[src/rtl/usb_irq_pkg.sv]
package usb_irq_pkg;
  localparam int STAT_W     = 9;
  localparam int B_DONE     = 0;
  localparam int B_ERR      = 1;
  localparam int B_PORT     = 2;
  localparam int B_FRAME    = 3;
  localparam int B_SYSERR   = 4;
  localparam int B_ASYNC    = 5;
  localparam int B_BUSRST   = 6;
  localparam int B_SOF      = 7;
  localparam int B_SLEEP    = 8;

  typedef struct packed {
    logic xfer_done;
    logic ioc;
    logic short_pkt;
    logic xact_err;
    logic err_resume;
    logic port_chg;
    logic frame_roll;
    logic sys_err;
    logic async_adv;
    logic bus_reset;
    logic sof;
  } usb_ev_t;

  // An error counts in host mode; in device mode only resume signalling counts.
  function automatic logic err_accepted(input logic dev, input logic err, input logic resume);
    return err & (~dev | resume);
  endfunction

  // Event pulses plus suspend transition mapped onto status bit positions.
  function automatic logic [STAT_W-1:0] map_events(input usb_ev_t e, input logic dev,
                                                   input logic susp_edge);
    logic [STAT_W-1:0] s;
    logic err_ok;
    err_ok      = err_accepted(dev, e.xact_err, e.err_resume);
    s           = '0;
    s[B_DONE]   = (e.xfer_done & e.ioc) | e.short_pkt | (err_ok & e.ioc);
    s[B_ERR]    = err_ok;
    s[B_PORT]   = e.port_chg;
    s[B_FRAME]  = e.frame_roll;
    s[B_SYSERR] = e.sys_err;
    s[B_ASYNC]  = e.async_adv;
    s[B_BUSRST] = e.bus_reset;
    s[B_SOF]    = e.sof;
    s[B_SLEEP]  = susp_edge;
    return s;
  endfunction

  // Sticky bit: a new event outranks a clear in the same cycle.
  function automatic logic sticky_next(input logic cur, input logic set, input logic clr);
    return (cur & ~clr) | set;
  endfunction
endpackage

[src/rtl/usb_irq_evmap.sv]
module usb_irq_evmap
  import usb_irq_pkg::*;
(
  input  logic              clk,
  input  logic              rst_n,
  input  usb_ev_t           ev,
  input  logic              device_mode,
  input  logic              suspend_state,
  output logic [STAT_W-1:0] set_vec
);
  logic susp_q;
  logic susp_edge;

  always_ff @(posedge clk or negedge rst_n) begin
    if (!rst_n) susp_q <= 1'b0;
    else        susp_q <= suspend_state;
  end

  assign susp_edge = suspend_state ^ susp_q;
  assign set_vec   = map_events(ev, device_mode, susp_edge);
endmodule

[src/rtl/usb_irq_regs.sv]
module usb_irq_regs
  import usb_irq_pkg::*;
#(
  parameter int                DATA_W   = 32,
  parameter int                ADDR_W   = 8,
  parameter logic [ADDR_W-1:0] STAT_OFS = ADDR_W'(0),
  parameter logic [ADDR_W-1:0] EN_OFS   = ADDR_W'(4)
) (
  input  logic              clk,
  input  logic              rst_n,
  input  logic [STAT_W-1:0] set_vec,
  input  logic              bus_sel,
  input  logic              bus_wr,
  input  logic [ADDR_W-1:0] bus_addr,
  input  logic [DATA_W-1:0] bus_wdata,
  output logic [DATA_W-1:0] bus_rdata,
  output logic [STAT_W-1:0] stat_q,
  output logic [STAT_W-1:0] en_q,
  output logic [STAT_W-1:0] clr_vec
);
  logic              wr_stat;
  logic              wr_en;
  logic              rd_stat;
  logic              rd_en;
  logic [STAT_W-1:0] stat_nxt;

  assign wr_stat = bus_sel & bus_wr & (bus_addr == STAT_OFS);
  assign wr_en   = bus_sel & bus_wr & (bus_addr == EN_OFS);
  assign rd_stat = bus_sel & ~bus_wr & (bus_addr == STAT_OFS);
  assign rd_en   = bus_sel & ~bus_wr & (bus_addr == EN_OFS);
  assign clr_vec = wr_stat ? bus_wdata[STAT_W-1:0] : '0;

  for (genvar i = 0; i < STAT_W; i++) begin : g_cell
    assign stat_nxt[i] = sticky_next(stat_q[i], set_vec[i], clr_vec[i]);
  end

  always_ff @(posedge clk or negedge rst_n) begin
    if (!rst_n) begin
      stat_q <= '0;
      en_q   <= '0;
    end else begin
      stat_q <= stat_nxt;
      if (wr_en) en_q <= bus_wdata[STAT_W-1:0];
    end
  end

  always_comb begin
    bus_rdata = '0;
    if (rd_stat)    bus_rdata = DATA_W'(stat_q);
    else if (rd_en) bus_rdata = DATA_W'(en_q);
  end
endmodule

[src/rtl/usb_irq_out.sv]
module usb_irq_out
  import usb_irq_pkg::*;
(
  input  logic              clk,
  input  logic              rst_n,
  input  logic [STAT_W-1:0] stat_q,
  input  logic [STAT_W-1:0] en_q,
  output logic              irq
);
  logic pending;

  assign pending = |(stat_q & en_q);

  always_ff @(posedge clk or negedge rst_n) begin
    if (!rst_n) irq <= 1'b0;
    else        irq <= pending;
  end
endmodule

[src/rtl/usb_irq_ctrl.sv]
module usb_irq_ctrl
  import usb_irq_pkg::*;
#(
  parameter int                DATA_W   = 32,
  parameter int                ADDR_W   = 8,
  parameter logic [ADDR_W-1:0] STAT_OFS = ADDR_W'(0),
  parameter logic [ADDR_W-1:0] EN_OFS   = ADDR_W'(4)
) (
  input  logic              clk,
  input  logic              rst_n,
  input  logic              device_mode,
  input  logic              ev_xfer_done,
  input  logic              ev_ioc,
  input  logic              ev_short_pkt,
  input  logic              ev_xact_err,
  input  logic              ev_err_resume,
  input  logic              ev_port_chg,
  input  logic              ev_frame_roll,
  input  logic              ev_sys_err,
  input  logic              ev_async_adv,
  input  logic              ev_bus_reset,
  input  logic              ev_sof,
  input  logic              suspend_state,
  input  logic              bus_sel,
  input  logic              bus_wr,
  input  logic [ADDR_W-1:0] bus_addr,
  input  logic [DATA_W-1:0] bus_wdata,
  output logic [DATA_W-1:0] bus_rdata,
  output logic              irq
);
  usb_ev_t           ev;
  logic [STAT_W-1:0] set_vec;
  logic [STAT_W-1:0] clr_vec;
  logic [STAT_W-1:0] stat_q;
  logic [STAT_W-1:0] en_q;

  assign ev = '{xfer_done: ev_xfer_done, ioc: ev_ioc, short_pkt: ev_short_pkt,
                xact_err: ev_xact_err, err_resume: ev_err_resume,
                port_chg: ev_port_chg, frame_roll: ev_frame_roll,
                sys_err: ev_sys_err, async_adv: ev_async_adv,
                bus_reset: ev_bus_reset, sof: ev_sof};

  usb_irq_evmap u_evmap (
    .clk           (clk),
    .rst_n         (rst_n),
    .ev            (ev),
    .device_mode   (device_mode),
    .suspend_state (suspend_state),
    .set_vec       (set_vec)
  );

  usb_irq_regs #(
    .DATA_W   (DATA_W),
    .ADDR_W   (ADDR_W),
    .STAT_OFS (STAT_OFS),
    .EN_OFS   (EN_OFS)
  ) u_regs (
    .clk       (clk),
    .rst_n     (rst_n),
    .set_vec   (set_vec),
    .bus_sel   (bus_sel),
    .bus_wr    (bus_wr),
    .bus_addr  (bus_addr),
    .bus_wdata (bus_wdata),
    .bus_rdata (bus_rdata),
    .stat_q    (stat_q),
    .en_q      (en_q),
    .clr_vec   (clr_vec)
  );

  usb_irq_out u_out (
    .clk    (clk),
    .rst_n  (rst_n),
    .stat_q (stat_q),
    .en_q   (en_q),
    .irq    (irq)
  );
endmodule

[config.mk]
export PLATFORM = sky130hd
export DESIGN_NAME = usb_irq_ctrl
export DESIGN_NICKNAME = d
export VERILOG_FILES = /design/src/rtl/usb_irq_pkg.sv /design/src/rtl/usb_irq_evmap.sv /design/src/rtl/usb_irq_regs.sv /design/src/rtl/usb_irq_out.sv /design/src/rtl/usb_irq_ctrl.sv
export SDC_FILE = /design/constraint.sdc
export NUM_CORES = 1
export LEC_CHECK = 0
export BUFFER_PORTS_ARGS = -buffer_cell sky130_fd_sc_hd__buf_2
export CAP_MARGIN = 20
export CORE_AREA = 10 10 69 71
export DETAILED_ROUTE_END_ITERATION = 8
export DIE_AREA = 0 0 79 81
export GPL_TIMING_DRIVEN = 0
export PLACE_DENSITY = 0.79
export SYNTH_ARGS = -nofsm -noshare
export SYNTH_HDL_FRONTEND = slang
export SYNTH_HIERARCHICAL = 1
export SYNTH_SLANG_ARGS = --single-unit
[constraint.sdc]
create_clock -name clk -period 1.1 [get_ports clk]
set_input_delay 0.11 -clock clk [delete_from_list [all_inputs] [get_ports clk]]
set_output_delay 0.11 -clock clk [all_outputs]
set_load 0.005 [all_outputs]
==> key figures, run 1 <==
Run status
  • Status: finished with violations
  • Failing checks: negative setup slack

STA
  • Fin Clk Skew: 1.99 ps
  • Achievable frequency: 820 MHz
  • Final hold slack: 68.1 ps
  • Endpoints failing hold: 0
  • Final Slew Violations: 0
  • Unrepaired setup endpoints after global routing: true
  • Setup Viol. Count Final: 9
  • Final period util: 111%
  • Tmin final: 1220 ps
  • Setup tns final: -825 ps
  • Final worst slack: -119 ps

Floorplanning
  • Die Width: around 79 um
  • CORE AREA: 0.00352 sq mm
  • Die H: slightly above 80 um
  • Initial core utilization: 36.2%
  • Io pins: 90
  • Num rows: 22
  • Die ar.: 0.00640 sq mm

Pwr
  • Power Total: 1.42 mW
  • Maximum VDD drop: 0.385 mV
  • Pwr per Cell Area: 763 mW/mm^2
  • Pleak: ~1.0 nW

Final layout
  • # nets final: 268
  • Diode count: 0
  • Util after Layout: 52.9%
  • Design area: 0.00186 sq mm
  • Area grow syn2layout: 46.2%
  • Share of layout cells above drive strength 1: 51.7%
  • Final Non-Filler Cells: 257

CTS
  • Maximum buffer depth of the clock tree: 2
  • CTS tree: done
  • Clock transition at path regs: approximately 110 ps
  • Clock Sinks: 20
  • Clk Tree Root Cell: clkbuf_4
  • Total CTS buffers: 3
  • Htree depth: 1
  • Clock latency on the worst-skew pair: 290 ps

Route
  • WL per Instance: 12.7 um
  • First-pass iteration count of the detailed router: 4
  • Via/cell ratio: 4.16
  • Iter 0 DRT Violations: 17
  • WL final: 3.25 mm
  • DRC: 0
  • Post-route ant nets: 0
  • Via Count: 1068

Critical path
  • Crit Path Max Fanout: 3
  • Worst Setup End Kind: output pin
  • R2R Path Start: u_regs/stat_q[4]
  • Data arrival, critical path: 1110 ps
  • Kind of critical path: reg -> out
  • FF-to-FF setup slack: ~20 ps
  • Worst path required time: 990 ps
  • Worst setup SP type: flop
  • Worst setup path start: u_regs/stat_q[7]

Synth
  • Mapped Cells: ~120
  • Synth warn: 6
  • Cell Area, Synth: 0.00127 sq mm
  • Mean Syn Cell Area: 10.4 sq um

Global route
  • First-pass GRT wire length: 5.05 mm
  • Number of global-route vias before repair: 1142
  • Pin count of the biggest net entering global routing: 21
  • Initial antenna violation count: 0
  • GRT Residual Overflow: 0
  • GRT Total Usage: 9.67%

Place
  • Routability congestion estimate: 0.705
  • Port Buffer Count: 37
  • Area after detailed placement: 0.00160 sq mm
  • DP Cell Count: 230
  • DP HPWL: 2.49 mm
  • Dpl ws: -381 ps

Hold path
  • Worst hold-check path type: in -> reg
  • Worst Min Path Start: ev_sys_err

Run
  • Max cap viols: 0
## path summary, 6_finish.rpt
check / endpoint / cells after the start
setup / recovery: bus_rdata[7] / 3
hold / removal: u_regs/stat_q[4] / 3
setup reg to reg: u_out/irq / 3
hold reg to reg: u_regs/en_q[0] / 1
max in group asynchronous: u_regs/stat_q[3] / 2
min in group asynchronous: u_evmap/susp_q / 2
## final cells by class
cell class	count	area [sq um]
clock buffer	3	22.5
timing repair buffer	61	403
inverter	9	33.8
buffer	32	241
fill	347	1660
tap	48	60.1
sequential	20	500
multi-input combinational	84	603
## critical path: stages (launching register included)
cell and delay [ps]:
dfrtp_1 430, mux2i_2 220, nor2_4 40, buf_2 130
## power by group
part | leakage [nW] | switching [mW] | internal (mW)
clock network | 0.0138 | 0.210 | 0.127
registers | 0.228 | 0.00893 | 0.753
logic | 0.762 | 0.131 | 0.192
## state kept, by name, summed over array words and instances (netlist names)
register / cells
u_regs/en_q: 9
u_regs/stat_q: 9
u_evmap/susp_q: 1
u_out/irq: 1
## cell usage in the layout (no fill, tap or decap), types with 3 or more instances in the layout
master	n
clkbuf_4	3
inv_1	9
conb_1	23
mux2i_1	8
nor2_2	4
buf_6	3
mux2_2	9
buf_2	37
nor2_1	13
buf_4	42
dfrtp_1	20
a31oi_1	9
dlygate4sd3_1	11
## routing by layer
metal | global-route usage [%] | vias up | part of all wire (%)
met3 | 2.76 | 2 | 7.9
li1 | - | 539 | -
met4 | 4.30 | 0 | 1.0
met5 | 0 | - | 0
met1 | 10.4 | 487 | 40
met2 | 17.3 | 40 | 51
## what timing repair did
action | in CTS | in global routing
endpoints found under the setup margin | 9 | 10
gates cloned | 0 | 1
endpoints found under the hold margin | 30 | 0
setup buffers | 4 | 8
pin swaps | 4 | 0
hold buffers | 11 | 0
resized for setup | 3 | 7
No activity file was read; power rests on OpenSTA's default activity.
==> inputs of run 2 (changes only) <==
--- a/config.mk
+++ b/config.mk
@@ -5,7 +5,7 @@
 export SDC_FILE = /design/constraint.sdc
 export NUM_CORES = 1
 export LEC_CHECK = 0
-export BUFFER_PORTS_ARGS = -buffer_cell sky130_fd_sc_hd__buf_2
+export BUFFER_PORTS_ARGS = -buffer_cell sky130_fd_sc_hd__clkbuf_2
 export CAP_MARGIN = 20
 export CORE_AREA = 10 10 69 71
 export DETAILED_ROUTE_END_ITERATION = 8
==> run 2 against run 1 <==
  * The flow still finishes with violations (negative setup slack)
  * Register-to-register slack barely moved
  * Clock power rose by 2%
  * Largest power group unchanged
  * Sequential power barely moved
  * First-iteration DRC count rose by 94%
  * Total power fell by 0.30%
  * Highest routed layer unchanged
  * Utilization fell by 2.2 points
  * Maximum frequency rose by 5.7%
  * Critical endpoint is now bus_rdata[0]
  * Sequential cell count did not move
  * Cell count fell by 2.7%
  * Design area fell by 4.2%
==> key figures, run 2 (synthesis results as in run 1) <==
Final layout
  • Most common cell after layout, fill and taps aside: clkbuf_2
  • Fillcell total: around 330
  • Design area: 0.00179 sq mm
  • Top Registers: u_regs/en_q: 9 flops, u_regs/stat_q: 9 flops
  • Diode count: 0
  • Share of layout cells above drive strength 1: 47.5%
  • # nets final: 261
  • Most frequent cells in the layout: clkbuf_2 (37), buf_4 (35), conb_1 (23)
  • Util after Layout: 50.7%
  • Area grow syn2layout: 40.1%

Global route
  • Initial antenna violation count: 0
  • GRT Residual Overflow: 0
  • GRT Total Usage: 9.88%
  • Pin count of the biggest net entering global routing: 21
  • First-pass GRT wire length: a little over 5 mm
  • Number of global-route vias before repair: 1121

CTS
  • Clk Tree Root Cell: clkbuf_4
  • Maximum buffer depth of the clock tree: 2
  • Total CTS buffers: 3
  • Clock latency on the worst-skew pair: 290 ps
  • Htree depth: 1
  • CTS tree: done
  • Clock Sinks: 20
  • Clock transition at path regs: 110 ps

Floorplanning
  • Initial core utilization: 36.2%
  • Num rows: 22
  • Io pins: 90
  • Die H: 81 um
  • Die ar.: approximately 0.0064 sq mm
  • CORE AREA: 0.00352 sq mm
  • Die Width: 79 um

Route
  • Post-route ant nets: 0
  • First-pass iteration count of the detailed router: 4
  • Via/cell ratio: around 4.1
  • DRC: 0
  • Iter 0 DRT Violations: 33
  • Via Count: 1031
  • WL per Instance: 12.6 um
  • WL final: 3.16 mm

Critical path
  • R2R cell count: 3
  • R2R Path Start: u_regs/en_q[4]
  • Worst setup path start: u_regs/en_q[0]
  • Data arrival, critical path: 1040 ps
  • Reg2Reg Capture Point: u_out/irq
  • Kind of critical path: reg -> out
  • FF-to-FF setup slack: 10 ps
  • Worst Setup EP: bus_rdata[0]
  • Crit Path Max Fanout: 3
  • Worst Setup End Kind: output pin
  • Worst setup SP type: flop
  • Worst path required time: 990 ps

Run status
  • Status: finished with violations
  • Failing checks: negative setup slack

STA
  • Endpoints failing hold: 0
  • Worst-Margin Slew: ~510 ps
  • Final period util: 105%
  • Setup tns final: -302 ps
  • Fin Clk Skew: 5.73 ps
  • Final Slew Violations: 0
  • Tmin final: 1150 ps
  • Unrepaired setup endpoints after global routing: true
  • Final hold slack: slightly above 60 ps
  • Final worst slack: -52.8 ps
  • Setup Viol. Count Final: 9
  • Max_slew headroom: 65.9%
  • Achievable frequency: around 870 MHz

Pwr
  • Power share of the clock group: 24.2%
  • Sw Share: 24.9%
  • Maximum VDD drop: roughly 0.55 mV
  • Sequential Power Share: 53.8%
  • Comb pwr share: 22.0%
  • Internal power: 1.06 mW
  • Pwr per Cell Area: roughly 800 mW/mm^2
  • Pleak: 0.967 nW
  • Power dissipated by switching net loads: 0.353 mW

Hold path
  • Worst hold-check path type: in -> reg

Place
  • Routability congestion estimate: about 0.7
  • DP HPWL: 2.49 mm
  • Area after detailed placement: 0.00160 sq mm
  • Port Buffer Count: 37

Run
  • Max cap viols: 0
## run 2: cell types whose count changed in the layout (fill, tap and decap cells not counted), sizes merged
cell	before	now
clkbuf	3	40
buf	82	38
## run 2: how the worst min path moves through the flow
stage             startpoint                to  slack, ps  depth (start not counted)
3_3_place_gp           rst_n    u_evmap/susp_q        100                          1
2_1_floorplan          rst_n    u_evmap/susp_q       -190                          0
6_report          ev_sys_err  u_regs/stat_q[4]         60                          3
5_1_grt        ev_frame_roll  u_regs/stat_q[3]         50                          3
3_5_place_dp           rst_n  u_regs/stat_q[7]        110                          1
4_1_cts        ev_frame_roll  u_regs/stat_q[3]         50                          3
## run 2: power groups by stage
stage / Sequential, mW / Clock [mW] / Combinational, mW
2_1_floorplan: 0.776 / 0 / 0.176
3_3_place_gp: 0.776 / 0 / 0.271
3_5_place_dp: 0.778 / 0 / 0.275
4_1_cts: 0.763 / 0.366 / 0.309
5_1_grt: 0.766 / 0.390 / 0.350
6_report: 0.763 / 0.343 / 0.312
## run 2: stage by stage
| step | total power [mW] | worst slack, ps | std cells |
|---|---|---|---|
| floorplan | 0.952 | 32.7 | 145 |
| global placement | 1.05 | -327 | 230 |
| detailed placement | 1.05 | -366 | 230 |
| CTS | 1.44 | -71.6 | 247 |
| global route | 1.51 | -131 | 250 |
| finish | 1.42 | -52.8 | 250 |
## run 2: routing by layer
layer  global-route usage (%)  routed length [um]  vias up  share of wire (%)
met5                        0                   0        -                  0
li1                         -                   -      525                  -
met4                     5.91                  41        0                1.3
met3                     3.09                 299        2                9.5
met2                     18.1                1610       42                 51
met1                     9.60                1210      462                 38
## run 2: layout make-up
cell class	instances	area [sq um]	area share [%]
multi-input combinational	84	584	32.7
tap	48	60.1	3.36
sequential	20	500	28.0
clock buffer	3	22.5	1.26
buffer	32	241	13.5
inverter	9	33.8	1.89
timing repair buffer	54	344	19.3
## run 2: repair_timing
item / 4_1_cts / 5_1_grt
buffers inserted: 3 / 3
endpoints found under the hold margin: 30 / 0
pin swaps: 3 / 2
endpoints found under the setup margin: 9 / 10
hold buffers: 11 / 0
resized for setup: 2 / 0
## run 2: worst max-delay path, cell delays in order, from the launching register on
cell and delay, ps:
dfrtp_1 410, mux2i_1 180, nor2_2 50, clkbuf_2 110
==> inputs of run 3 (changes only) <==
--- a/config.mk
+++ b/config.mk
@@ -7,12 +7,11 @@
 export LEC_CHECK = 0
 export BUFFER_PORTS_ARGS = -buffer_cell sky130_fd_sc_hd__clkbuf_2
 export CAP_MARGIN = 20
-export CORE_AREA = 10 10 69 71
+export CORE_AREA = 10 10 66 68
 export DETAILED_ROUTE_END_ITERATION = 8
-export DIE_AREA = 0 0 79 81
+export DIE_AREA = 0 0 76 78
 export GPL_TIMING_DRIVEN = 0
-export PLACE_DENSITY = 0.79
+export PLACE_DENSITY = 0.8
 export SYNTH_ARGS = -nofsm -noshare
 export SYNTH_HDL_FRONTEND = slang
-export SYNTH_HIERARCHICAL = 1
 export SYNTH_SLANG_ARGS = --single-unit
==> run 3 against run 2 <==
  * The run still ends with negative setup slack left
  * Maximum frequency down 31%
  * Worst setup slack worse by 520 ps
  * Register-to-register slack better by 20 ps
  * Sequential cell count unchanged
  * Clock power up 25%
  * Critical path depth up 3
  * Non-clock buffer count down 7
  * Critical path type is now in -> out
  * Critical endpoint is now bus_rdata[1]
  * Largest cell class is now multi-input gates
  * Largest power group unchanged
==> key figures, run 3 <==
Synth
  • Top-area cell type share of the netlist area: 42.5%
  • Register area share after synthesis: 42.5%
  • Post-synth ARST share: 100%
  • Most frequent cell after synthesis: buf_4
  • Ranking of synthesized cells by area: dfrtp_1 (42%), buf_4 (15%), mux2_2 (8.6%)
  • Mapped Cells: 109
  • Distinct cells, synth: 27
  • Synth warn: 0
  • Number of enable flip-flop cells after synthesis: 0
  • Post-synth top cells: buf_4 (23), dfrtp_1 (20), mux2_2 (9), mux2i_1 (9), nor2_1 (9)
  • Mean Syn Cell Area: 10.8 sq um
  • #FFs+latches synth: 20
  • Cell Area, Synth: 0.00118 sq mm
  • Largest area contributor in the netlist: dfrtp_1
  • Top_reg_cell synth: dfrtp_1

Final layout
  • Design area: 0.00183 sq mm
  • Diode count: 0
  • Most common cell after layout, fill and taps aside: clkbuf_2
  • # nets final: 246
  • Multi-input logic area: 664 sq um
  • Most frequent cells in the layout: clkbuf_2 (39), buf_4 (25), conb_1 (23)
  • Share of layout cells above drive strength 1: 54.8%
  • Area grow syn2layout: 55.4%
  • Top Registers: u_regs.en_q: 9 flops, u_regs.stat_q: 9 flops
  • Fillcell total: 292
  • Util after Layout: 57.6%
  • Register Area: 500 sq um

CTS
  • Htree depth: 1
  • Clk Tree Root Cell: clkbuf_4
  • Total CTS buffers: 3
  • Clock latency on the worst-skew pair: roughly 300 ps
  • Clock transition at path regs: roughly 110 ps
  • Clock Sinks: 20
  • Maximum buffer depth of the clock tree: 2
  • CTS tree: done

Critical path
  • Worst Setup End Kind: output pin
  • Kind of critical path: in -> out
  • Worst path required time: ~1000 ps
  • Crit Path Max Fanout: 5
  • Worst setup SP type: input port
  • Data arrival, critical path: 1560 ps

STA
  • Unrepaired setup endpoints after global routing: true
  • Worst-Margin Slew: 753 ps
  • Final period util: 152%
  • Final Slew Violations: 0
  • Tmin final: 1670 ps
  • Final worst slack: -570 ps
  • Final hold slack: 32.7 ps
  • Setup Viol. Count Final: 27
  • Achievable frequency: 599 MHz
  • Max_slew headroom: 49.8%
  • Fin Clk Skew: 4.28 ps
  • Endpoints failing hold: 0

Pwr
  • Power Total: roughly 1.5 mW
  • Pleak: 0.936 nW
  • Maximum VDD drop: 0.596 mV
  • Pwr per Cell Area: 806 mW/mm^2

Floorplanning
  • CORE AREA: 0.00318 sq mm
  • Initial core utilization: 37.1%
  • Die Width: 76 um
  • Die ar.: a little under 0.006 sq mm
  • Io pins: 90
  • Num rows: 21
  • Die H: 78 um

Run
  • Max cap viols: 0

Global route
  • GRT Residual Overflow: 0
  • Number of global-route vias before repair: ~1100
  • Initial antenna violation count: 0
  • First-pass GRT wire length: about 5.3 mm
  • Pin count of the biggest net entering global routing: 21
  • GRT Total Usage: 10.5%

Route
  • DRC: 0
  • Iter 0 DRT Violations: 23
  • First-pass iteration count of the detailed router: 4
  • Via Count: 1034
  • WL final: about 3.3 mm
  • Via/cell ratio: 4.42
  • Post-route ant nets: 0
  • WL per Instance: roughly 14 um

Place
  • DP HPWL: about 2.5 mm
  • Port Buffer Count: 43
  • Routability congestion estimate: 0.705
  • Area after detailed placement: between 0.0015 and 0.002 sq mm

Hold path
  • Worst hold-check path type: in -> reg

Run status
  • Failing checks: negative setup slack
  • Status: finished with violations
run 3: cell families (layout without fill, tap and decap cells):
logic type,Yosys count,after routing,synth area share [%]
multiplexers,18,18,16.2
flip-flops,20,20,42.5
buffers and inverters,27,84,16.0
AND/OR/NAND/NOR,27,27,13.0
AO/OA/AOI/OAI,15,15,11.3
other,1,23,0.318
XOR/XNOR,1,1,0.743
run 3: worst paths after layout:
| kind | startpoint | endpoint | slack (ps) | depth (start not counted) |
|---|---|---|---|---|
| setup / recovery | bus_addr[6] | bus_rdata[1] | -570 | 6 |
| hold / removal | ev_sys_err | u_regs.stat_q[4] | 30 | 2 |
| setup reg to reg | u_regs.stat_q[5] | u_out.irq | 30 | 3 |
| hold reg to reg | u_regs.en_q[6] | u_out.irq | 540 | 2 |
| max in group asynchronous | rst_n | u_regs.stat_q[8] | 450 | 2 |
| min in group asynchronous | rst_n | u_regs.stat_q[0] | 310 | 2 |
run 3: layout make-up:
type | instances | area share [%]
repair buffers | 54 | 20.1
inverters | 1 | 0.205
well taps | 46 | 3.14
plain buffers | 25 | 11.0
flip-flops and latches | 20 | 27.3
clock buffers | 4 | 1.98
multi-input cells | 84 | 36.3
run 3: power breakdown:
group | internal [mW] | total [mW] | switching (mW)
clock | 0.202 | 0.429 | 0.227
sequential | 0.753 | 0.763 | 0.00973
combinational | 0.158 | 0.285 | 0.127
total | 1.11 | 1.48 | 0.364
run 3: metal layers:
metal,share of wire (%),GRT usage [%],vias up
li1,-,-,501
met1,39,11.5,483
met2,51,18.4,48
met3,9.8,4.84,2
met4,0.54,1.70,0
met5,0,0,-
run 3: critical path, stage by stage:
cell	delay (ps)
buf_6	90
or4_4	530
or3_4	430
clkbuf_16	190
nor2_4	110
buf_6	110
run 3: stage by stage:
stage / setup WS, ps / std cells / setup TNS, ps
after detailed placement: -832 / 220 / -18090
after floorplan: -569 / 131 / -11850
after CTS: -526 / 233 / -10990
after global placement: -835 / 220 / -17860
after global routing: -598 / 234 / -13020
final: -570 / 234 / -12430
run 3: repair_timing:
item	in CTS	in global routing
cloned	2	0
hold buffers	3	0
pin swaps	4	7
setup endpoints to repair	28	28
setup buffers	4	2
endpoints found under the hold margin	22	0
resized for setup	8	8
